## src/rtl/dlc_pkg.sv

```systemverilog
package dlc_pkg;
    typedef enum logic [2:0] {
        ST_RUN,
        ST_PEND,
        ST_CLR,
        ST_HOLD,
        ST_HOLDPEND
    } dlc_state_e;
endpackage

```

## src/rtl/dlc_sync.sv

```systemverilog
module dlc_sync #(
    parameter int   W       = 1,
    parameter logic RST_VAL = 1'b1
) (
    input  logic         clk,
    input  logic         rst_n,
    input  logic [W-1:0] d,
    output logic [W-1:0] q
);
    logic [W-1:0] stage1;

    always_ff @(posedge clk or negedge rst_n) begin
        if (!rst_n) begin
            stage1 <= {W{RST_VAL}};
            q      <= {W{RST_VAL}};
        end else begin
            stage1 <= d;
            q      <= stage1;
        end
    end
endmodule

```

## src/rtl/dlc_dirty.sv

```systemverilog
module dlc_dirty #(
    parameter  int NCH = 40,
    localparam int CHW = (NCH > 1) ? $clog2(NCH) : 1
) (
    input  logic           clk,
    input  logic           rst_n,
    input  logic           wr,
    input  logic [CHW-1:0] idx,
    input  logic           fire,
    output logic [NCH-1:0] dirty
);
    for (genvar i = 0; i < NCH; i++) begin : g_bit
        always_ff @(posedge clk or negedge rst_n) begin
            if (!rst_n)
                dirty[i] <= 1'b0;
            else if (wr && idx == CHW'(i))
                dirty[i] <= 1'b1;      // a write on the load edge re-marks
            else if (fire)
                dirty[i] <= 1'b0;
        end
    end
endmodule

```

## src/rtl/dlc_fsm.sv

```systemverilog
module dlc_fsm
    import dlc_pkg::*;
(
    input  logic clk,
    input  logic rst_n,
    input  logic ld_low,
    input  logic ld_fall,
    input  logic busy_rise,
    input  logic idle,
    input  logic clr_low,
    output logic fire,
    output logic fire_all,
    output logic cleared
);
    dlc_state_e state_q, state_d;
    logic       req;

    assign req = ld_fall | (ld_low & busy_rise);

    always_ff @(posedge clk or negedge rst_n) begin
        if (!rst_n) state_q <= ST_RUN;
        else        state_q <= state_d;
    end

    always_comb begin
        state_d = state_q;
        if (clr_low) begin
            state_d = ST_CLR;                                   // force
        end else begin
            unique case (state_q)
                ST_RUN:      if (req && !idle) state_d = ST_PEND;  // go_pend
                ST_PEND:     if (idle) state_d = ST_RUN;           // drain
                ST_CLR, ST_HOLD: begin
                    if (req && idle)  state_d = ST_RUN;            // wake
                    else if (req)     state_d = ST_HOLDPEND;       // go_holdpend
                    else              state_d = ST_HOLD;           // release
                end
                ST_HOLDPEND: if (idle) state_d = ST_RUN;           // wake
                default:     state_d = ST_RUN;
            endcase
        end
    end

    always_comb begin
        fire     = 1'b0;
        fire_all = 1'b0;
        cleared  = 1'b0;
        unique case (state_q)
            ST_RUN:      fire = !clr_low && req && idle;
            ST_PEND:     fire = !clr_low && idle;
            ST_CLR, ST_HOLD: begin
                cleared  = 1'b1;
                fire     = !clr_low && req && idle;
                fire_all = fire;
            end
            ST_HOLDPEND: begin
                cleared  = 1'b1;
                fire     = !clr_low && idle;
                fire_all = fire;
            end
            default: ;
        endcase
    end
endmodule

```

## src/rtl/dac_load_ctrl.sv

```systemverilog
module dac_load_ctrl #(
    parameter  int NCH = 40,
    parameter  int DW  = 14,
    localparam int CHW = (NCH > 1) ? $clog2(NCH) : 1
) (
    input  logic              clk,
    input  logic              rst_n,
    input  logic              calc_busy_n,
    input  logic              load_n,
    input  logic              clear_n,
    input  logic              x2_we,
    input  logic [CHW-1:0]    x2_idx,
    input  logic [NCH*DW-1:0] x2_all,
    output logic [NCH*DW-1:0] dac_all,
    output logic [NCH-1:0]    dac_upd,
    output logic              cleared
);
    logic [1:0]     sync_q;
    logic           ld_s, clr_s, ld_prev, busy_prev;
    logic           fire, fire_all;
    logic [NCH-1:0] dirty;
    logic [DW-1:0]  code_q [NCH];

    dlc_sync #(.W(2), .RST_VAL(1'b1)) u_sync (
        .clk   (clk),
        .rst_n (rst_n),
        .d     ({load_n, clear_n}),
        .q     (sync_q)
    );
    assign ld_s  = sync_q[1];
    assign clr_s = sync_q[0];

    always_ff @(posedge clk or negedge rst_n) begin
        if (!rst_n) begin
            ld_prev   <= 1'b1;
            busy_prev <= 1'b1;
        end else begin
            ld_prev   <= ld_s;
            busy_prev <= calc_busy_n;
        end
    end

    dlc_fsm u_fsm (
        .clk       (clk),
        .rst_n     (rst_n),
        .ld_low    (!ld_s),
        .ld_fall   (ld_prev & !ld_s),
        .busy_rise (calc_busy_n & !busy_prev),
        .idle      (calc_busy_n),
        .clr_low   (!clr_s),
        .fire      (fire),
        .fire_all  (fire_all),
        .cleared   (cleared)
    );

    dlc_dirty #(.NCH(NCH)) u_dirty (
        .clk   (clk),
        .rst_n (rst_n),
        .wr    (x2_we),
        .idx   (x2_idx),
        .fire  (fire),
        .dirty (dirty)
    );

    for (genvar i = 0; i < NCH; i++) begin : g_ch
        logic take;
        assign take = fire & (fire_all | dirty[i]);

        always_ff @(posedge clk or negedge rst_n) begin
            if (!rst_n) begin
                code_q[i]  <= '0;
                dac_upd[i] <= 1'b0;
            end else begin
                dac_upd[i] <= take;
                if (take) code_q[i] <= x2_all[i*DW +: DW];
            end
        end

        assign dac_all[i*DW +: DW] = code_q[i];
    end
endmodule

```

## config.mk

```make
export PLATFORM = sky130hd
export DESIGN_NAME = dac_load_ctrl
export DESIGN_NICKNAME = d
export VERILOG_FILES = /design/src/rtl/dlc_pkg.sv /design/src/rtl/dlc_sync.sv /design/src/rtl/dlc_dirty.sv /design/src/rtl/dlc_fsm.sv /design/src/rtl/dac_load_ctrl.sv
export SDC_FILE = /design/constraint.sdc
export NUM_CORES = 1
export LEC_CHECK = 0
export BUFFER_PORTS_ARGS = -buffer_cell sky130_fd_sc_hd__buf_2
export CORE_AREA = 2 2 462 464
export DETAILED_ROUTE_END_ITERATION = 10
export DIE_AREA = 0 0 464 466
export GPL_TIMING_DRIVEN = 0
export SLEW_MARGIN = 20
export SYNTH_ARGS = -nofsm -noshare
export SYNTH_HDL_FRONTEND = slang
export SYNTH_SLANG_ARGS = --single-unit
export TNS_END_PERCENT = 30
```

## constraint.sdc

```tcl
create_clock -name clk -period 2.2 [get_ports clk]
set_input_delay 0 -clock clk [delete_from_list [all_inputs] [get_ports clk]]
set_output_delay 0 -clock clk [all_outputs]
set_load 0.005 [all_outputs]
```

==> results.cfg, run 1 <==
[placement]
dp_slack_ns = -0.622
placed_cells = 5569
port_buffers = 1171
place_hpwl_mm = 127
gp_congestion = 0.940
place_area_um2 = 36500

[layout]
multiInputGateArea_um2 = 9840
final_area_um2 = 48300
syn2layout_area_growth_pct = 79.8
stdcell_count = 6654
nNetsFinal = 4252
utilization_pct = 22.9
fillerInstances = 22100
seq_area_um2 = 16200
drive_gt1_share_pct = 56.8

[logic_synthesis]
synth_edf_count = 0
synth_cell_type_count = 34
synthesis.nets = 2142
syn-cell-area_um2 = 26900
synthSimpleGateAreaFrac_pct = 2.93
synth-xor-area-share_pct = 0
synthAdderAreaFrac_pct = 0
synthMuxAreaShare_pct = 28.5
ys.flop_type = dfrtp_1
synth.area.top_cells = dfrtp_1 60%, mux2_4 20%, mux2_2 8.4%
avgSynthCellArea_um2 = 17.1
synth_top_family_by_area = multiplexers
yosys.area.top_type_share_pct = 59.9
yosysTopAreaCell = dfrtp_1
async_reset_ff_share_pct = 100
ys_seq_area_share_pct = 60.4
synth.cells.most_frequent = 643 x dfrtp_1, 360 x mux2_4, 200 x mux2_2, 48 x buf_6, 45 x nor2_1
synthCells = 1570
ys.warnings.count = 0
yosys_register_bits = 649
yosysMostFrequentCell = dfrtp_1
synth_compound_area_share_pct = 5.09

[setup_path]
worstPathRequired_ns = 2.77
cp-end-kind = register
reg2reg_from = u_fsm.state_q[0]$_DFFE_PN0P_
cp-startpoint = u_fsm.state_q[0]$_DFFE_PN0P_
r2r-end = dac_all[287]$_DFFE_PN0P_
cp_max_fo = 10
reg2reg_slack_ns = 0.08
rr_worst_depth = 6
endpoint = dac_all[287]$_DFFE_PN0P_
worstSetupPathType = register to register
arrival_ns = 2.69
start_kind = register

[detailed_routing]
drc_errors = 0
first_pass_iters = 6
via_per_inst = 3.43
wirelength_mm = 160
wire_per_inst_um = 24.0
drt-initial-drc-count = 1129
num_vias = 22800
antenna_left = 0

[power_and_ir_drop]
power_density_nw_per_um2 = 906
ir_drop_v = 0.000560
p_leak_nw = 23.9

[floorplan]
initial_core_util_pct = 12.7
dieArea_um2 = 216000
core_um2 = 211000
ioPinCount = 1173
rows = 169
die_h_um = 466
fp.dieW_um = 464

[grt]
grt_pass1_vias = 24000
antenna_found_initial = 192
grt_max_degree = 98
grt_use_total_pct = 14.3
gr-total-overflow = 0
grt_pass1_wl_mm = 211

[timing]
fin_ws_ns = 0.0758
rsz0062_at_grt = yes
min_period_ns = 2.12
worst_slew_pin_slew_ns = 0.814
skew_ns = 0.0333
period_share_pct = 96.6
slew_viol_final = 0
max_freq_ghz = 0.471
hold_violations = 0
setup_viol = 0
slew_headroom_pct = 45.2

[clock_network]
clock-sinks = 649
clkTransAtPathRegs_ns = 0.06
clock_latency_ns = 0.71
htreeDepth = 3
cts_max_path_buffers = 3
cts_tree = built
cts_root_buf = clkbuf_16
cts_buffers = 84

[worst_hold_path]
hold_start = x2_all[449]
hold_path.class = primary input to register

[job]
max_cap_viol_count = 0

[run_status]
status = finished clean
-- worst max-delay path: stages, from the launching register on --
cell and delay [ns]:
dfrtp_1 0.44, nor2b_2 0.23, buf_2 0.21, a21o_1 0.22, a21oi_4 0.28, buf_8 0.24
mux2_4 0.32
-- power breakdown --
| part | internal (mW) | total [mW] | switching, mW |
|---|---|---|---|
| registers | 15.0 | 16.8 | 1.81 |
| logic | 6.81 | 12.2 | 5.41 |
| clock network | 8.69 | 14.8 | 6.10 |
-- cells by family after synthesis --
kind of cell,Yosys count
flip-flops,649
AND/OR/NAND/NOR,116
buffers and inverters,115
AO/OA/AOI/OAI,130
multiplexers,560
-- worst min-delay path by stage --
| stage | end | depth (start not counted) |
|---|---|---|
| floorplan | dac_all[0]$_DFFE_PN0P_ | 0 |
| global placement | u_sync.stage1[0]$_DFF_PN1_ | 1 |
| detailed placement | dac_all[144]$_DFFE_PN0P_ | 1 |
| CTS | dac_all[332]$_DFFE_PN0P_ | 3 |
| global route | dac_all[323]$_DFFE_PN0P_ | 3 |
| finish | dac_all[449]$_DFFE_PN0P_ | 3 |
-- per-layer routing --
layer  up-vias  track usage [%]  part of all wire [%]
met5         -                0                  0.40
met4       108             6.80                   5.2
met3       338             6.05                    10
met2      1242             21.6                    43
met1     11200             17.5                    41
li1       9914                -                     -
-- registers in the layout, summed over array words and instances (netlist names) --
register,cells
dac_all,560
dac_upd,40
u_dirty.dirty,40
u_fsm.state_q,3
u_sync.q,2
u_sync.stage1,2
busy_prev,1
ld_prev,1
-- final cells by class --
type                            count  share of cell area [%]
Timing Repair Buffer             2024                    30.5
Multi-Input combinational cell    806                    20.4
Sequential cell                   649                    33.6
Antenna cell                       84                   0.435
Tap cell                         2821                    7.30
Buffer                             74                    1.43
Clock buffer                      113                    4.89
Clock inverter                     42                    1.18
Inverter                           41                   0.318
-- metrics by stage --
step | TNS (ns) | hold slack [ns] | total power, mW
6_report | 0 | 0.0648 | 43.8
3_5_place_dp | -218.40 | 0.0118 | 27.7
4_1_cts | -0.00289 | 0.000132 | 44.4
3_3_place_gp | -8784.13 | 0.110 | 27.6
5_1_grt | 0 | 0.0295 | 45.8
2_1_floorplan | 0 | -0.296 | 21.2
-- cells in the final DEF, fill, tap and decap left out, types with 5 or more instances in the layout --
cell	instances
buf_2	1186
dlygate4sd3_1	755
dfrtp_1	643
mux2_4	360
mux2_2	200
diode_2	84
clkbuf_16	84
buf_4	62
nor2_1	45
buf_6	43
inv_1	41
a21o_1	41
a21oi_4	40
nor3_2	40
a22o_1	33
buf_12	32
clkbuf_1	18
clkbuf_8	15
clkinv_2	10
bufinv_16	9
buf_16	8
nand2b_1	6
buf_8	6
dfstp_2	6
clkinvlp_4	6
nor3_1	5
clkinv_8	5
inv_6	5
-- what timing repair did --
item	in CTS	in global routing
pin swaps	2	1
resized for setup	9	8
hold buffers	756	0
endpoints found under the hold margin	910	0
cloned	0	0
setup buffers	71	19
endpoints found under the setup margin	600	243
(Power assumes the default switching activity.)
==> inputs of run 2 (changes only) <==
BUFFER_PORTS_ARGS = default   (was -buffer_cell sky130_fd_sc_hd__buf_2)
DONT_BUFFER_PORTS = 1   (was default)
==> results.cfg, run 2 <==
[logic_synthesis]
synthCells = 1570
ys.warnings.count = 0
synth.area.top_cells = dfrtp_1 60%, mux2_4 20%, mux2_2 8.4%
synth.cells.most_frequent = 643 x dfrtp_1, 360 x mux2_4, 200 x mux2_2, 48 x buf_6, 45 x nor2_1
syn-cell-area_um2 = 26900
synthesis.nets = 2142
ys.flop_type = dfrtp_1
yosysTopAreaCell = dfrtp_1
yosys_register_bits = 649
synth_cell_type_count = 34
avgSynthCellArea_um2 = 17.1
yosys.area.top_type_share_pct = 59.9
async_reset_ff_share_pct = 100
yosysMostFrequentCell = dfrtp_1
synth_edf_count = 0
ys_seq_area_share_pct = 60.4

[placement]
port_buffers = 0
place_area_um2 = 30400
place_hpwl_mm = 122
gp_congestion = 0.939

[clock_network]
cts_resized = 12
post-cts-setup-buffers = 55
cts_max_path_buffers = 3
cts_root_buf = clkbuf_16
clock-sinks = 649
cts_buffers = 84
htreeDepth = 3
holdBufCountCts = 920

[floorplan]
rows = 169
ioPinCount = 1173
initial_core_util_pct = 12.7
die_h_um = 466
fp.dieW_um = 464

[run_status]
firstError = [ERROR RSZ-0060] Max buffer count reached.
stop_stage = clock tree synthesis
status = did not finish
[run 2: logic make-up after synthesis]
group / Yosys count / synth area share [%]
muxes: 560 / 28.5
DFF: 649 / 60.4
buffers and inverters: 115 / 3.04
AOI/OAI and AO/OA: 130 / 5.09
and+or+nand+nor: 116 / 2.93
[run 2: per-stage QoR]
step	hold slack (ns)	cells	utilization [%]	worst slack (ns)	setup TNS (ns)
floorplan	-0.296	1570	-	0.354	0
detailed placement	-0.282	4391	14.4	-0.604	-208.62
global placement	-0.281	4391	14.4	-0.576	-195.89
==> inputs of run 3 (changes only) <==
CORE_AREA = 2 2 455 457   (was 2 2 462 464)
DIE_AREA = 0 0 457 459   (was 0 0 464 466)
PLACE_DENSITY_LB_ADDON = 0.15   (was default)
==> results.cfg, run 3 <==
[floorplan]
ioPinCount = 1173
die_h_um = 459
rows = 167
fp.dieW_um = 457
initial_core_util_pct = 13.1

[logic_synthesis]
synth.cells.most_frequent = 643 x dfrtp_1, 360 x mux2_4, 200 x mux2_2, 48 x buf_6, 45 x nor2_1
yosys_register_bits = 649
async_reset_ff_share_pct = 100
ys.flop_type = dfrtp_1
yosysMostFrequentCell = dfrtp_1
yosys.area.top_type_share_pct = 59.9
synthCells = 1570
ys_seq_area_share_pct = 60.4
synth_edf_count = 0
avgSynthCellArea_um2 = 17.1
synthesis.nets = 2142
syn-cell-area_um2 = 26900
synth_cell_type_count = 34
ys.warnings.count = 0
synth.area.top_cells = dfrtp_1 60%, mux2_4 20%, mux2_2 8.4%
yosysTopAreaCell = dfrtp_1

[clock_network]
cts_buffers = 88
cts_resized = 21
clock-sinks = 649
cts_root_buf = clkbuf_16
post-cts-setup-buffers = 57
holdBufCountCts = 899
htreeDepth = 3
cts_max_path_buffers = 3

[run_status]
status = did not finish
firstError = [ERROR RSZ-0060] Max buffer count reached.
stop_stage = clock tree synthesis

[placement]
place_hpwl_mm = 92.1
placed_cells = 4274
gp_congestion = 0.811
port_buffers = 0
[run 3: cell counts after synthesis]
Identical to the previous run, type by type.
[run 3: stage by stage]
stage	util [%]	setup slack (ns)	hold slack, ns	area (µm²)	TNS, ns
2_1_floorplan	-	0.354	-0.296	26900	0
3_3_place_gp	14.7	-0.777	-0.276	30300	-311.72
3_5_place_dp	14.7	-0.886	-0.276	30300	-369.16
[run 3: cell families after synthesis]
family	share of synthesized area, %
AOI/OAI and AO/OA	5.09
muxes	28.5
and+or+nand+nor	2.93
DFF	60.4
buffers and inverters	3.04
